==> src/rtl/pic_pkg.sv <==
package pic_pkg;
  localparam int unsigned NUM_FLAGS = 9;
  localparam int unsigned NUM_SLOTS = 5;
  localparam int unsigned NUM_PINS  = 5;
  localparam int unsigned SLOT_W    = $clog2(NUM_SLOTS + 1);

  // flag bit positions
  localparam int unsigned F_TICK = 0;
  localparam int unsigned F_SIO  = 4;
  localparam int unsigned F_TMR0 = 5;
  localparam int unsigned F_TMR1 = 6;

  typedef enum logic [1:0] {
    EDGE_RISE = 2'd0,
    EDGE_BOTH = 2'd1,
    EDGE_SEL  = 2'd2
  } edge_mode_e;

  // membership of each vector slot, slot 0 ranks highest
  localparam logic [NUM_FLAGS-1:0] SLOT_MASK [NUM_SLOTS] =
    '{9'h003, 9'h004, 9'h008, 9'h010, 9'h060};

  // external pins: index -> flag bit and edge mode
  localparam int unsigned PIN_FLAG [NUM_PINS] = '{1, 2, 3, 7, 8};
  localparam edge_mode_e  PIN_MODE [NUM_PINS] =
    '{EDGE_BOTH, EDGE_SEL, EDGE_RISE, EDGE_RISE, EDGE_RISE};

  localparam logic [1:0] ADDR_FLAGS = 2'd0;
  localparam logic [1:0] ADDR_EN    = 2'd1;
  localparam logic [1:0] ADDR_CTRL  = 2'd2;

  function automatic logic slot_single(input int unsigned s);
    return ($countones(SLOT_MASK[s]) == 1);
  endfunction
endpackage

==> src/rtl/pic_edge_sync.sv <==
module pic_edge_sync #(
  parameter int unsigned         STAGES = 2,
  parameter pic_pkg::edge_mode_e MODE   = pic_pkg::EDGE_RISE
) (
  input  logic clk_i,
  input  logic rst_ni,
  input  logic pin_i,
  input  logic fall_sel_i,
  output logic pulse_o
);
  logic [STAGES-1:0] sync_q, sync_d;
  logic              prev_q;
  logic              cur, rise, fall, use_rise, use_fall;

  always_comb begin
    sync_d    = sync_q << 1;
    sync_d[0] = pin_i;
  end

  always_ff @(posedge clk_i or negedge rst_ni) begin
    if (!rst_ni) begin
      sync_q <= '0;
      prev_q <= 1'b0;
    end else begin
      sync_q <= sync_d;
      prev_q <= sync_q[STAGES-1];
    end
  end

  assign cur  = sync_q[STAGES-1];
  assign rise = cur & ~prev_q;
  assign fall = ~cur & prev_q;

  always_comb begin
    case (MODE)
      pic_pkg::EDGE_BOTH: begin use_rise = 1'b1;        use_fall = 1'b1;       end
      pic_pkg::EDGE_SEL:  begin use_rise = ~fall_sel_i; use_fall = fall_sel_i; end
      default:            begin use_rise = 1'b1;        use_fall = 1'b0;       end
    endcase
  end

  assign pulse_o = (rise & use_rise) | (fall & use_fall);

  // a detected edge is a single-cycle pulse
  p_pulse_single_r2: assert property (@(posedge clk_i) disable iff (!rst_ni)
    pulse_o |=> !pulse_o) else $error("edge pulse held two cycles");
endmodule

==> src/rtl/pic_flag_bank.sv <==
module pic_flag_bank #(
  parameter int unsigned NF = pic_pkg::NUM_FLAGS
) (
  input  logic          clk_i,
  input  logic          rst_ni,
  input  logic [NF-1:0] set_i,
  input  logic [NF-1:0] ack_clr_i,
  input  logic          wr_flags_i,
  input  logic          wr_en_i,
  input  logic [NF-1:0] wdata_i,
  output logic [NF-1:0] flags_o,
  output logic [NF-1:0] en_o
);
  logic [NF-1:0] flags_q, flags_d, en_q, en_d;

  always_comb begin
    flags_d = flags_q;
    if (wr_flags_i) flags_d = wdata_i;
    flags_d = (flags_d & ~ack_clr_i) | set_i;
    en_d = en_q;
    if (wr_en_i) en_d = wdata_i;
  end

  always_ff @(posedge clk_i or negedge rst_ni) begin
    if (!rst_ni) begin
      flags_q <= '0;
      en_q    <= '0;
    end else begin
      flags_q <= flags_d;
      en_q    <= en_d;
    end
  end

  assign flags_o = flags_q;
  assign en_o    = en_q;

  // a source pulse always lands, whatever the write did
  p_set_wins_r12: assert property (@(posedge clk_i) disable iff (!rst_ni)
    (|set_i) |=> ((flags_q & $past(set_i)) == $past(set_i)))
    else $error("source set lost");

  // acknowledge clearing takes effect when no set collides
  p_ack_clear_r6: assert property (@(posedge clk_i) disable iff (!rst_ni)
    ((|ack_clr_i) && !(|(ack_clr_i & set_i))) |=> ((flags_q & $past(ack_clr_i)) == '0))
    else $error("acknowledged flag not cleared");
endmodule

==> src/rtl/pic_arbiter.sv <==
module pic_arbiter
  import pic_pkg::*;
(
  input  logic [NUM_FLAGS-1:0] flags_i,
  input  logic [NUM_FLAGS-1:0] en_i,
  input  logic [NUM_SLOTS-1:0] gate_i,
  output logic                 valid_o,
  output logic [SLOT_W-1:0]    slot_o
);
  logic [NUM_SLOTS-1:0] elig;

  for (genvar s = 0; s < NUM_SLOTS; s++) begin : g_slot
    assign elig[s] = (|(flags_i & en_i & SLOT_MASK[s])) & gate_i[s];
  end

  always_comb begin
    valid_o = 1'b0;
    slot_o  = '0;
    for (int s = NUM_SLOTS - 1; s >= 0; s--) begin
      if (elig[s]) begin
        valid_o = 1'b1;
        slot_o  = SLOT_W'(s);
      end
    end
  end

  // no higher-ranked eligible slot is passed over
  always_comb begin
    if (valid_o) begin
      a_highest_r5: assert ((elig & ~({NUM_SLOTS{1'b1}} << slot_o)) == '0)
        else $error("lower slot won arbitration");
    end
  end
endmodule

==> src/rtl/pic_nest_ctrl.sv <==
module pic_nest_ctrl
  import pic_pkg::*;
#(
  parameter int unsigned MAX_DEPTH = 2,
  localparam int unsigned DEPTH_W  = $clog2(MAX_DEPTH + 1)
) (
  input  logic               clk_i,
  input  logic               rst_ni,
  input  logic               ack_i,
  input  logic               ret_i,
  input  logic [SLOT_W-1:0]  acc_slot_i,
  input  logic [SLOT_W-1:0]  prio_slot_i,
  input  logic               ime_wr_i,
  input  logic               ime_wdata_i,
  output logic               ime_o,
  output logic [DEPTH_W-1:0] depth_o,
  output logic [SLOT_W-1:0]  cur_slot_o
);
  logic               ime_q, ime_d;
  logic [DEPTH_W-1:0] depth_q, depth_d;
  logic [SLOT_W-1:0]  stack_q [MAX_DEPTH];
  logic [SLOT_W-1:0]  stack_d [MAX_DEPTH];
  logic               push, pop;

  assign push = ack_i && (depth_q < DEPTH_W'(MAX_DEPTH));
  assign pop  = !push && ret_i && (depth_q != '0);

  always_comb begin
    ime_d   = ime_q;
    depth_d = depth_q;
    stack_d = stack_q;
    if (ime_wr_i) ime_d = ime_wdata_i;
    if (push) begin
      for (int i = 0; i < MAX_DEPTH; i++) begin
        if (DEPTH_W'(i) == depth_q) stack_d[i] = acc_slot_i;
      end
      depth_d = depth_q + DEPTH_W'(1);
      ime_d   = (acc_slot_i == prio_slot_i);
    end else if (pop) begin
      depth_d = depth_q - DEPTH_W'(1);
      ime_d   = 1'b1;
    end
  end

  always_ff @(posedge clk_i or negedge rst_ni) begin
    if (!rst_ni) begin
      ime_q   <= 1'b0;
      depth_q <= '0;
      for (int i = 0; i < MAX_DEPTH; i++) stack_q[i] <= '0;
    end else begin
      ime_q   <= ime_d;
      depth_q <= depth_d;
      stack_q <= stack_d;
    end
  end

  always_comb begin
    cur_slot_o = '1;
    for (int i = 0; i < MAX_DEPTH; i++) begin
      if (DEPTH_W'(i + 1) == depth_q) cur_slot_o = stack_q[i];
    end
  end

  assign ime_o   = ime_q;
  assign depth_o = depth_q;

  p_depth_limit_r8: assert property (@(posedge clk_i) disable iff (!rst_ni)
    depth_q <= DEPTH_W'(MAX_DEPTH)) else $error("nesting depth overrun");

  p_ack_drops_ime_r7: assert property (@(posedge clk_i) disable iff (!rst_ni)
    (push && (acc_slot_i != prio_slot_i)) |=> !ime_q)
    else $error("master enable survived ordinary acknowledge");

  p_ret_restores_r9: assert property (@(posedge clk_i) disable iff (!rst_ni)
    pop |=> (ime_q && (depth_q == $past(depth_q) - DEPTH_W'(1))))
    else $error("return did not pop a level");
endmodule

==> src/rtl/prio_vec_intc.sv <==
module prio_vec_intc
  import pic_pkg::*;
#(
  parameter int unsigned DATA_W      = 16,
  parameter int unsigned SYNC_STAGES = 2,
  parameter int unsigned MAX_DEPTH   = 2,
  parameter int unsigned VEC_BASE    = 2,
  parameter int unsigned VEC_STEP    = 2
) (
  input  logic              clk_i,
  input  logic              rst_ni,
  input  logic              tick_i,
  input  logic              sio_done_i,
  input  logic              tmr0_i,
  input  logic              tmr1_i,
  input  logic              pin_both_i,
  input  logic              pin_sel_i,
  input  logic              pin_rise_i,
  input  logic              test_a_i,
  input  logic              test_b_i,
  input  logic              wr_en_i,
  input  logic [1:0]        addr_i,
  input  logic [DATA_W-1:0] wdata_i,
  output logic [DATA_W-1:0] rdata_o,
  input  logic              ack_i,
  input  logic              ret_i,
  output logic              irq_o,
  output logic [DATA_W-1:0] vector_o,
  output logic              wake_o
);
  localparam int unsigned DEPTH_W = $clog2(MAX_DEPTH + 1);

  logic [NUM_PINS-1:0]  pins, pin_pulse;
  logic [NUM_FLAGS-1:0] set_vec, ack_clr, flags, en;
  logic [NUM_SLOTS-1:0] gate;
  logic                 wr_flags, wr_en_bits, wr_ctrl;
  logic                 edge_fall_q, edge_fall_d;
  logic [SLOT_W-1:0]    prio_q, prio_d;
  logic                 ime;
  logic [DEPTH_W-1:0]   depth;
  logic [SLOT_W-1:0]    cur_slot, arb_slot;
  logic                 arb_valid, ack_ok;
  logic                 unused_wdata;

  assign unused_wdata = ^wdata_i[DATA_W-1:NUM_FLAGS];

  // register decode
  assign wr_flags   = wr_en_i && (addr_i == ADDR_FLAGS);
  assign wr_en_bits = wr_en_i && (addr_i == ADDR_EN);
  assign wr_ctrl    = wr_en_i && (addr_i == ADDR_CTRL);

  always_comb begin
    edge_fall_d = edge_fall_q;
    prio_d      = prio_q;
    if (wr_ctrl) begin
      edge_fall_d = wdata_i[1];
      prio_d      = wdata_i[2 +: SLOT_W];
    end
  end

  always_ff @(posedge clk_i or negedge rst_ni) begin
    if (!rst_ni) begin
      edge_fall_q <= 1'b0;
      prio_q      <= '1;
    end else begin
      edge_fall_q <= edge_fall_d;
      prio_q      <= prio_d;
    end
  end

  // external pins
  assign pins = {test_b_i, test_a_i, pin_rise_i, pin_sel_i, pin_both_i};

  for (genvar p = 0; p < NUM_PINS; p++) begin : g_pin
    pic_edge_sync #(
      .STAGES (SYNC_STAGES),
      .MODE   (PIN_MODE[p])
    ) u_sync (
      .clk_i      (clk_i),
      .rst_ni     (rst_ni),
      .pin_i      (pins[p]),
      .fall_sel_i (edge_fall_q),
      .pulse_o    (pin_pulse[p])
    );
  end

  always_comb begin
    set_vec         = '0;
    set_vec[F_TICK] = tick_i;
    set_vec[F_SIO]  = sio_done_i;
    set_vec[F_TMR0] = tmr0_i;
    set_vec[F_TMR1] = tmr1_i;
    for (int p = 0; p < NUM_PINS; p++) set_vec[PIN_FLAG[p]] = pin_pulse[p];
  end

  // acknowledge: clear the flag of a single-member slot
  assign ack_ok = ack_i && irq_o;

  always_comb begin
    ack_clr = '0;
    for (int s = 0; s < NUM_SLOTS; s++) begin
      if (ack_ok && (arb_slot == SLOT_W'(s)) && slot_single(s)) ack_clr = SLOT_MASK[s];
    end
  end

  pic_flag_bank #(.NF(NUM_FLAGS)) u_flags (
    .clk_i      (clk_i),
    .rst_ni     (rst_ni),
    .set_i      (set_vec),
    .ack_clr_i  (ack_clr),
    .wr_flags_i (wr_flags),
    .wr_en_i    (wr_en_bits),
    .wdata_i    (wdata_i[NUM_FLAGS-1:0]),
    .flags_o    (flags),
    .en_o       (en)
  );

  // which slots may be presented at the current nesting level
  always_comb begin
    gate = '0;
    if (depth == '0) begin
      gate = '1;
    end else if ((depth < DEPTH_W'(MAX_DEPTH)) && (prio_q < SLOT_W'(NUM_SLOTS))
                 && (cur_slot != prio_q)) begin
      gate[prio_q] = 1'b1;
    end
  end

  pic_arbiter u_arb (
    .flags_i (flags),
    .en_i    (en),
    .gate_i  (gate),
    .valid_o (arb_valid),
    .slot_o  (arb_slot)
  );

  pic_nest_ctrl #(.MAX_DEPTH(MAX_DEPTH)) u_nest (
    .clk_i       (clk_i),
    .rst_ni      (rst_ni),
    .ack_i       (ack_ok),
    .ret_i       (ret_i),
    .acc_slot_i  (arb_slot),
    .prio_slot_i (prio_q),
    .ime_wr_i    (wr_ctrl),
    .ime_wdata_i (wdata_i[0]),
    .ime_o       (ime),
    .depth_o     (depth),
    .cur_slot_o  (cur_slot)
  );

  assign irq_o    = ime && arb_valid;
  assign vector_o = irq_o ? (DATA_W'(VEC_BASE) + DATA_W'(arb_slot) * DATA_W'(VEC_STEP)) : '0;
  assign wake_o   = |(flags & en);

  always_comb begin
    case (addr_i)
      ADDR_FLAGS: rdata_o = DATA_W'(flags);
      ADDR_EN:    rdata_o = DATA_W'(en);
      ADDR_CTRL:  rdata_o = DATA_W'({prio_q, edge_fall_q, ime});
      default:    rdata_o = '0;
    endcase
  end

  p_full_quiet_r8: assert property (@(posedge clk_i) disable iff (!rst_ni)
    (depth == DEPTH_W'(MAX_DEPTH)) |-> !irq_o) else $error("request at full depth");

  p_irq_wakes_r11: assert property (@(posedge clk_i) disable iff (!rst_ni)
    irq_o |-> wake_o) else $error("request without wake");

  p_test_no_vec_r10: assert property (@(posedge clk_i) disable iff (!rst_ni)
    irq_o |-> (|(flags & en & SLOT_MASK[arb_slot]))) else $error("vector from test flag");
endmodule

==> config.mk <==
export PLATFORM = sky130hd
export DESIGN_NAME = prio_vec_intc
export DESIGN_NICKNAME = d
export VERILOG_FILES = /design/src/rtl/pic_pkg.sv /design/src/rtl/pic_edge_sync.sv /design/src/rtl/pic_flag_bank.sv /design/src/rtl/pic_arbiter.sv /design/src/rtl/pic_nest_ctrl.sv /design/src/rtl/prio_vec_intc.sv
export SDC_FILE = /design/constraint.sdc
export NUM_CORES = 1
export LEC_CHECK = 0
export ABC_AREA = 0
export BUFFER_PORTS_ARGS = -buffer_cell sky130_fd_sc_hd__buf_2
export CAP_MARGIN = 15
export CELL_PAD_IN_SITES_DETAIL_PLACEMENT = 0
export CELL_PAD_IN_SITES_GLOBAL_PLACEMENT = 2
export CORE_MARGIN = 2
export CORE_UTILIZATION = 30
export CTS_CLUSTER_SIZE = 12
export DETAILED_ROUTE_END_ITERATION = 10
export PLACE_DENSITY_LB_ADDON = 0.2
export SLEW_MARGIN = 20
export SYNTH_ARGS = -nofsm -noshare
export SYNTH_HDL_FRONTEND = slang
export SYNTH_SLANG_ARGS = --single-unit
==> constraint.sdc <==
create_clock -name clk_i -period 2.9 [get_ports clk_i]
set_clock_uncertainty 0.2 [all_clocks]
set_input_delay 0.29 -clock clk_i [delete_from_list [all_inputs] [get_ports clk_i]]
set_output_delay 0.29 -clock clk_i [all_outputs]
set_load 0.02 [all_outputs]
== Word-level counts from Yosys, hierarchy flattened ==
Cells that the tools add are included.
Storage, ports and cells
  bits in registers: 46
  input port bits: 32
  output and inout bits: 34
  logic and storage cells: 114
Operators by class
  $add $sub $neg: 3
  $lt $le $gt $ge: 4
  equal/unequal tests: 9
  muxes and demuxes: 27
  bitwise operators: 28
  reductions and logical operators: 25
Operators with widths (number)
  $mux W9: 3
  $pmux W9 S3: 1
  $mux W3: 8
  $and A9 B9 Y9: 2
  $mux W5: 3
  $and A1 B1 Y1: 14
  $logic_and A1 B1 Y1: 14
  $mux W1: 9
  $not A9 Y9: 1
  $or A9 B9 Y9: 1
  $reduce_or A9 Y1: 1
  $not A1 Y1: 8
  $eq A3 B2 Y1 const B: 2
  $add A2 B4 Y5 const A: 1
  $logic_not A2 Y1: 2
  $lt A3 B4 Y1 const B: 1
  $mux W2: 2
  $reduce_and A2 Y1: 2
  $reduce_bool A2 Y1: 2
  $reduce_or A2 Y1: 2
  $demux W1 S3: 1
  $eq A3 B1 Y1 const B: 1
  $eq A3 B3 Y1: 1
  $ge A3 B1 Y1 const B: 1
  12 further kinds: 13

== Longest topological paths before layout ==
Gate-level depths: netlist of run 1.
  depth in word-level cells: 22
  gate-level depth with buffers: 13
  depth with buffers taken out: 12

== Cells and area by module ==
A second synthesis of run 1 with hierarchy kept.
Second synthesis, totals
  cell total of the unflattened synthesis: 228
  area, all modules: 2558.7 um^2
Modules (own cells, without submodules)
  pic_flag_bank: instances 1, cells an instance 47, area each 765.7 um^2, seq. area each 450.4 um^2
  prio_vec_intc: instances 1, cells an instance 99, area each 759.5 um^2, seq. area each 103.8 um^2
  pic_nest_ctrl: instances 1, cells an instance 45, area each 490.5 um^2, seq. area each 225.2 um^2
  pic_edge_sync (g_pin[2].u_sync ...): instances 3, cells an instance 4, area each 88.8 um^2, seq. area each 75.1 um^2
  pic_edge_sync (g_pin[1].u_sync): instances 1, cells an instance 6, area each 97.6 um^2, seq. area each 75.1 um^2
  pic_arbiter: instances 1, cells an instance 15, area each 95.1 um^2, seq. area each 0.0 um^2
  pic_edge_sync (g_pin[0].u_sync): instances 1, cells an instance 4, area each 83.8 um^2, seq. area each 75.1 um^2

== Worst setup path after synthesis of run 1 ==
No wires, ideal clock.
  path type: register to output
  from: register u_nest.depth_q[1] (netlist: u_nest.depth_o[1])
  to: output port vector_o[3]
  arrival time: 2.667 ns
  data required time: 2.410 ns
  slack: -0.257 ns
  cell stages (with the launch flop): 11
  path buffers: 0
  path through: dfrtp_1 inv_1 ha_1 nor3b_2 o21a_1 nor4b_4 o21ai_2 a311oi_4 ha_1 ha_1 nor2_1
On the way
  elaborated cells on any way between the ends: 29
  classes of those cells: 1 x add/sub; 1 x order compare; 3 x eq/ne; 15 x mux; 5 x bitwise; 4 x reduce/logical
RTL lines
  start: declaration: RTL line pic_nest_ctrl.sv:20  | logic [DEPTH_W-1:0] depth_q, depth_d;
  start signal: assignment: RTL line pic_nest_ctrl.sv:52  | depth_q <= depth_d;
  $eq A1 B2 Y1: RTL line pic_nest_ctrl.sv:60  | if (DEPTH_W'(i + 1) == depth_q) cur_slot_o = stack_q[i];
  $mux W3 (2 in a row): RTL line pic_nest_ctrl.sv:60
  $ne A3 B3 Y1: RTL line prio_vec_intc.sv:124  | && (cur_slot != prio_q)) begin
  $logic_and A1 B1 Y1: RTL line prio_vec_intc.sv:124
  $mux W5: RTL line prio_vec_intc.sv:123  | end else if ((depth < DEPTH_W'(MAX_DEPTH)) && (prio_q < SLOT_W'(NUM_SLOTS))
  $mux W5 *: RTL line prio_vec_intc.sv:121  | if (depth == '0) begin
  $and A1 B1 Y1: RTL line pic_arbiter.sv:13  | assign elig[s] = (|(flags_i & en_i & SLOT_MASK[s])) & gate_i[s];
  $mux W3 (3 in a row): RTL line pic_arbiter.sv:20  | if (elig[s]) begin
  $mux W3 *: RTL line pic_arbiter.sv:20
  net arb_slot[1]: RTL line prio_vec_intc.sv:41  | logic [SLOT_W-1:0] cur_slot, arb_slot;
  $add A2 B4 Y5 *: RTL line prio_vec_intc.sv:152  | assign vector_o = irq_o ? (DATA_W'(VEC_BASE) + DATA_W'(arb_slot) * DATA_W'(VEC_STEP)) : '0;
  $mux W5 *: RTL line prio_vec_intc.sv:152
  end: declaration: RTL line prio_vec_intc.sv:28  | output logic [DATA_W-1:0] vector_o,
Mark *: on every way through the listed nets, which the timed path passes. The rest lies on a longest branch.

== Final worst setup path of run 1 ==
  from: register u_nest.depth_q[0] (netlist: u_nest.depth_o[0])
  to: output port vector_o[3]
Same word-level chain as after synthesis.

==> metrics.yaml, run 1 <==
floorplanning:
  core_sq_um: 8720
  die_w_um: 98.8
  start_util: 0.309
  placementRows: 34
  die_h_um: 98.8
  ios: 66
  die_area_sq_um: 9770
synth:
  synth_edf_count: 0
  synth.avg_cell_area_sq_um: 10.6
  synth_seq_cells: 46
  synth_top_area_frac: 0.399
  synth-main-ff-cell: "dfrtp_1"
  yosysWarningCount: 0
  synthTopCellsByArea: "dfrtp_1 (40%), mux2i_1 (6.7%), buf_4 (5.8%), mux2_2 (5.4%), nand2_1 (4.5%)"
  syn_inst: 254
  synth_top_cell_by_area: "dfrtp_1"
  synth_area_sq_um: 2700
  synthArstFlopShare: 1.00
  synth_seq_area_share: 0.428
  synth.distinct_cells: 56
sta:
  post-route-period-util: 1.13
  drv_slew: 0
  post-route-min-period_ns: 3.27
  setup_ws_ns: -0.369
  setup_viol: 4
  fmax_mhz: 306
  hold_viol_final: 0
  grt_setup_unrepaired: "yes"
detailed_routing:
  vias_per_cell: 4.63
  vias: 2041
  wl_per_cell_um: 14.7
  drt-initial-drc-count: 128
  postRouteAntennaNets: 0
  drc: 0
  drtPass1Iterations: 5
  drt-total-wl_um: 6460
clock_network:
  cts_sinks: 46
  clock_path_buffers: 2
  cts_buffers: 5
  cts_tree: "yes"
  htreeDepth: 2
  cts-root-buf: "clkbuf_8"
  clk_latency_ns: 0.31
  clk_pin_slew_ns: 0.09
run:
  cap_violations: 0
finish:
  fillerInstances: 874
  final_layout_size_suffix_gt1_frac: 0.384
  multiInputGateArea_sq_um: 1510
  insertedDiodeCount: 0
  synthToLayoutAreaGrowth_pct: 29.1
  finalNonFillerCells: 441
  fin_nets: 371
  register_area_sq_um: 1160
critical_path:
  cp_max_fo: 4
  rrSetupSlack_ns: 0.01
  critPathKind: "reg2out"
  crit_required_ns: 2.41
  cp_data_arrival_time_ns: 2.78
  cp-end-kind: "primary output"
  cp-start-kind: "flip-flop"
global_route:
  met3_usage: 0.0262
  grt_use_total: 0.141
  grt_pass1_wl_um: 10900
  antenna_found_initial: 0
  globalRouteMet2Util: 0.228
  gr-total-overflow: 0
  grtUsageMet1: 0.199
  grt_pass1_vias: 2081
  busiest_layer: "met2"
  grt_max_degree: 19
place:
  globalplace.congestion: 0.746
  io_buffers: 38
  place_inst: 419
  dp_slack_ns: -0.145
  hpwl_um: 4970
power_and_ir_drop:
  p_leak_nw: 1.56
  irDropWorstVdd_v: 0.000337
  powerDensity_nw_per_um2: 759
outcome:
  outcome: "finished, violations left"
  violations: "setup timing"
hold_path:
  holdCritPathClass: "in2reg"
[state kept, by name, indices dropped and copies added (netlist names)]
name,cells
g_pin.u_sync.sync_q,10
u_flags.flags_o,9
edge_fall_q,1
u_nest.stack_q,6
u_nest.ime_o,1
u_nest.depth_o,2
prio_q,3
g_pin.u_sync.prev_q,5
u_flags.en_o,9
[worst max-delay path, stage by stage, from the launching register on]
cell	delay, ns
dfrtp_1	0.41
buf_6	0.12
ha_4	0.16
nor3b_4	0.16
o21a_1	0.21
nor4b_4	0.35
o21ai_2	0.13
a311oi_4	0.28
ha_2	0.25
ha_4	0.20
nor2_4	0.08
buf_6	0.12
[per-stage QoR]
step           power (W)  hold slack [ns]  TNS [ns]   util  cell area [sq um]
5_1_grt          0.00284           0.0140     -1.83  0.399               3480
2_1_floorplan    0.00167           -0.206   -0.0492      -               2820
3_3_place_gp     0.00207           0.0372    -0.301  0.363               3170
4_1_cts          0.00265          0.00903    -0.947  0.397               3460
3_5_place_dp     0.00207           0.0420    -0.324  0.363               3170
6_report         0.00264           0.0135    -0.959  0.399               3480
[where the power goes]
| group | switching (W) | internal (W) | total (W) |
|---|---|---|---|
| logic | 0.000706 | 0.000675 | 0.00138 |
| registers | 0.0000949 | 0.000741 | 0.000835 |
| clock network | 0.000248 | 0.000181 | 0.000428 |
| total | 0.00105 | 0.00160 | 0.00264 |
[routing by layer]
layer	vias up	share of wire
met5	-	0
li1	1013	-
met2	46	0.47
met3	6	0.038
met1	976	0.48
met4	0	0.0091
[cell usage after synthesis (2+ instances only)]
library cell / instances
nand2b_1: 2
mux2_2: 13
dfrtp_1: 43
nor3b_1: 4
a211o_1: 3
nand3b_1: 5
nand2_1: 32
clkbuf_1: 3
nor3b_2: 2
ha_1: 7
a221oi_1: 2
xnor2_1: 2
a21oi_1: 2
nand3_1: 4
mux2_4: 3
mux2i_1: 18
o21ai_0: 13
o21ai_2: 2
o21ai_1: 6
nor2b_4: 2
dfstp_2: 3
buf_4: 21
nor2_1: 12
nand4_1: 2
nor2b_1: 8
inv_1: 9
a31oi_1: 2
[kinds of logic after synthesis]
| group | Yosys count | synth area share |
|---|---|---|
| other | 1 | 0.00139 |
| DFF | 46 | 0.428 |
| and+or+nand+nor | 81 | 0.174 |
| AOI/OAI and AO/OA | 46 | 0.136 |
| xor gates and xnor gates | 2 | 0.00649 |
| adders and majority gates | 7 | 0.0325 |
| muxes | 34 | 0.138 |
| buffers and inverters | 37 | 0.0839 |
[layout make-up]
| class | instances | area share |
|---|---|---|
| Clock buffer | 5 | 0.0198 |
| Timing Repair Buffer | 79 | 0.158 |
| Multi-Input combinational cell | 190 | 0.432 |
| Clock inverter | 3 | 0.00826 |
| Sequential cell | 46 | 0.332 |
| Inverter | 10 | 0.0108 |
| Tap cell | 108 | 0.0388 |
[path summary, 6_finish.rpt]
| path | startpoint | endpoint | cells after the start |
|---|---|---|---|
| max | u_nest.depth_o[0] | vector_o[3] | 11 |
| min | wdata_i[6] | u_flags.flags_o[6] | 2 |
| max reg2reg | u_nest.depth_o[0] | u_flags.flags_o[2] | 13 |
| min reg2reg | g_pin[1].u_sync.sync_q[0] | g_pin[1].u_sync.sync_q[1] | 0 |
| max in group asynchronous | rst_ni | prio_q[2] | 3 |
| min in group asynchronous | rst_ni | g_pin[4].u_sync.sync_q[0] | 2 |
[placed cells by master, fill, tap and decap left out, drive strengths merged, types with 3 or more instances in the layout]
master / netlist / layout
nand3b: 5 / 5
conb: 1 / 20
mux2i: 18 / 18
nor2b: 10 / 10
buf: 24 / 69
nor3b: 6 / 6
nand3: 4 / 4
dfstp: 3 / 3
a211o: 3 / 3
mux2: 16 / 16
nor2: 12 / 12
ha: 7 / 7
inv: 10 / 12
nand2: 32 / 32
dlygate4sd3: 0 / 10
o21ai: 22 / 22
clkbuf: 3 / 5
dfrtp: 43 / 43
[timing repair]
item / CTS / global route
endpoints found under the hold margin: 25 / 0
gates resized for setup: 17 / 2
buffers inserted: 3 / 2
pin swaps: 6 / 2
hold buffers: 10 / 0
endpoints found under the setup margin: 7 / 7
(Power assumes the default switching activity.)
==> run 2, diff against run 1 <==
CORE_UTILIZATION = 33   (was 30)
SYNTH_HIERARCHICAL = 1   (was default)
TNS_END_PERCENT = 20   (was default)
clock period = 3.3 ns   (was 2.9 ns; I/O delays follow)
==> run 2 against run 1 <==
The run still ends with setup timing left. Via count fell by 9.6%. Clock power fell by 11%. Count of clock-buffer cells in the layout did not move. Area after synthesis fell by 5.1%. Combinational power rose by 7%. Register-to-register slack got worse by 0.24 ns. Sequential power fell by 5.4%. Critical endpoint unchanged.
==> metrics.yaml, run 2 <==
place:
  io_buffers: 39  # +2.6%
  dp_slack_ns: -0.211  # -0.0669 ns
  hpwl_um: 4100  # -18%
  globalplace.congestion: 0.682  # -8.6%
synth:
  synth.avg_cell_area_sq_um: 11.2  # +5.7%
  yosys.area_share.adder: 0.0342  # +0.00176
  synth_xor_area_frac: 0.0171  # +0.0106
  synthTopCellsByArea: "dfrtp_1 (42%), mux2i_1 (7.4%), buf_4 (5.9%), mux2_4 (5.3%), mux2_2 (4.8%)"
  syn_inst: 228  # -10%
  yosys.area_share.simple: 0.139  # -0.0346
  synth_area_sq_um: 2560  # -5.1%
  synth_top_area_frac: 0.421  # +0.0217
  synth.distinct_cells: 42  # -25%
  synth.most_common_cell: "dfrtp_1"
  synthMuxAreaShare: 0.176  # +0.0378
  synth_top_family_by_area: "multiplexers"
  synth_seq_area_share: 0.451  # +0.0232
  synth-main-ff-cell: "dfrtp_1"
  synth_seq_cells: 46  # unchanged
  synth_top_cell_by_area: "dfrtp_1"
  synthTopCellsByCount: "dfrtp_1 (43), buf_4 (20), mux2i_1 (19)"
  synth_compound_area_frac: 0.0929  # -0.0430
  yosysWarningCount: 6  # +6
  synthArstFlopShare: 1.00  # unchanged
  synth_edf_count: 0  # unchanged
clock_network:
  cts_buffers: 5  # unchanged
  clk_pin_slew_ns: 0.10  # about the same
  cts_sinks: 46  # unchanged
  clock_path_buffers: 2  # unchanged
  clk_latency_ns: 0.31  # about the same
  cts-root-buf: "clkbuf_8"
  cts_tree: "yes"
  htreeDepth: 2  # unchanged
sta:
  tightest_slew_ns: 0.689
  setup_viol: 13  # +9
  post-route-period-util: 1.09
  setup_ws_ns: -0.283  # +0.0855 ns
  setup_tns_ns: -2.69  # -1.74 ns
  hold_viol_final: 0  # unchanged
  drv_slew: 0  # unchanged
  relSlewSlack: 0.540
  post-route-min-period_ns: 3.58
  grt_setup_unrepaired: "yes"
  fmax_mhz: 279
detailed_routing:
  vias_per_cell: 4.49  # -3.0%
  drt-initial-drc-count: 80  # -38%
  vias: 1846  # -9.6%
  drtPass1Iterations: 4  # -1
  wl_per_cell_um: 14.1  # -3.5%
  postRouteAntennaNets: 0  # unchanged
  drt-total-wl_um: 5810  # -10%
  drc: 0  # unchanged
floorplanning:
  core_sq_um: 7610  # -13%
  start_util: 0.336  # +0.0270
  ios: 66  # unchanged
  die_h_um: 92.1  # -6.9%
  die_area_sq_um: 8470  # -13%
  placementRows: 32  # -5.9%
  die_w_um: 92.1  # -6.9%
critical_path:
  cp_max_fo: 4  # unchanged
  cp-start-kind: "flip-flop"
  cp_data_arrival_time_ns: 3.05  # +0.27 ns
  cp-end-kind: "primary output"
  critPathKind: "reg2out"
  crit_required_ns: 2.77  # +0.36 ns
power_and_ir_drop:
  switching_share: 0.404  # +0.00768
  pwr-share-comb: 0.558  # +0.036
  p_sw_w: 0.00107  # +2.0%
  p_seq_frac: 0.299  # -0.017
  power.share.clock: 0.143  # -0.019
  p_leak_nw: 1.56  # about the same
  p_int_w: 0.00158  # -1.2%
  powerDensity_nw_per_um2: 763  # +0.54%
  irDropWorstVdd_v: 0.000534  # +59%
global_route:
  gr-total-overflow: 0  # unchanged
  grt_pass1_wl_um: 9470  # -13%
  grt_use_total: 0.144  # +0.00297
  antenna_found_initial: 0  # unchanged
  grt_max_degree: 47  # +28
  grt_pass1_vias: 1847  # -11%
hold_path:
  holdCritPathClass: "in2reg"
finish:
  final_layout_size_suffix_gt1_frac: 0.485  # +0.101
  regMostFlops: "g_pin.u_sync/sync_q"
  insertedDiodeCount: 0  # unchanged
  final_common_cell: "dfrtp_1"
  synthToLayoutAreaGrowth_pct: 35.5
  final_cell_mix: "dfrtp_1 (41), buf_2 (33), conb_1 (25), buf_4 (25), mux2i_1 (19)"
  fin_nets: 347  # -6.5%
  largest_register_ffs: 10  # unchanged
run:
  cap_violations: 0  # unchanged
outcome:
  outcome: "finished, violations left"
  violations: "setup timing"
run 2: cell families after synthesis:
kind of cell,count (synthesis)
simple gates,59
flops,46
mux,39
buf+inv,36
compound gates,35
fa+ha+maj,7
xor+xnor,5
other cells,1
run 2: what timing repair did:
item                                    in CTS  in global routing
buffers inserted                             5                  4
hold buffers                                 5                  1
endpoints found under the setup margin      15                 16
pin swaps                                   16                 12
gates resized for setup                     40                 13
hold endpoints to repair                     5                 43
run 2: layout make-up:
class | count | area, sq um
inverter | 13 | 53.8
timing repair buffer | 72 | 503
multi-input combinational | 170 | 1530
fill | 735 | 4140
tap | 102 | 128
clock buffer | 5 | 68.8
clock inverter | 3 | 27.5
sequential | 46 | 1160
run 2: metal layers:
| metal | wire, um | vias to the layer above | track usage |
|---|---|---|---|
| li1 | - | 906 | - |
| met3 | 227 | 4 | 0.0312 |
| met2 | 2630 | 42 | 0.225 |
| met5 | 0 | - | 0 |
| met1 | 2890 | 894 | 0.202 |
| met4 | 55 | 0 | 0.0373 |
run 2: critical path: stages (launching register included):
cell      delay (ns)
dfrtp_2         0.42
inv_2           0.07
ha_4            0.16
nand2b_4        0.16
nor2_4          0.11
a21oi_4         0.05
nor3b_1         0.13
or4b_1          0.49
a21oi_2         0.18
nand3_2         0.10
buf_4           0.15
nand2b_4        0.06
a21oi_4         0.07
ha_4            0.18
ha_4            0.27
nor2_4          0.03
buf_6           0.12
run 2: through the flow:
stage	hold slack, ns	total power, W	cells	utilization	area (sq um)
after detailed placement	0.135	0.00185	388	0.394	3000
final	0.00719	0.00265	411	0.456	3470
after global routing	0.00258	0.00283	411	0.456	3470
after global placement	0.132	0.00184	388	0.394	3000
after floorplan	-0.166	0.00147	252	-	2710
after CTS	0.00358	0.00253	406	0.442	3370
run 2: path summary, 6_finish.rpt:
check                                          startpoint  depth (start not counted)                   endpoint  slack, ns
worst max-delay path                    u_nest/depth_o[0]                         16                vector_o[3]      -0.28
worst min-delay path                               tmr1_i                          2         u_flags/flags_o[6]      0.007
worst max register to register          u_nest/depth_o[0]                         20          u_nest/stack_q[0]      -0.23
worst min register to register  g_pin[1].u_sync/sync_q[0]                          0  g_pin[1].u_sync/sync_q[1]       0.16
max in group asynchronous                          rst_ni                          2          u_nest/depth_o[0]       2.10
min in group asynchronous                          rst_ni                          2          u_nest/stack_q[1]       0.36
run 2: power groups by stage:
stage | registers [W] | logic (W) | clock network [W]
finish | 0.000790 | 0.00148 | 0.000380
CTS | 0.000789 | 0.00134 | 0.000398
floorplan | 0.000772 | 0.000696 | 0
global placement | 0.000788 | 0.00106 | 0
detailed placement | 0.000790 | 0.00106 | 0
global route | 0.000806 | 0.00160 | 0.000422
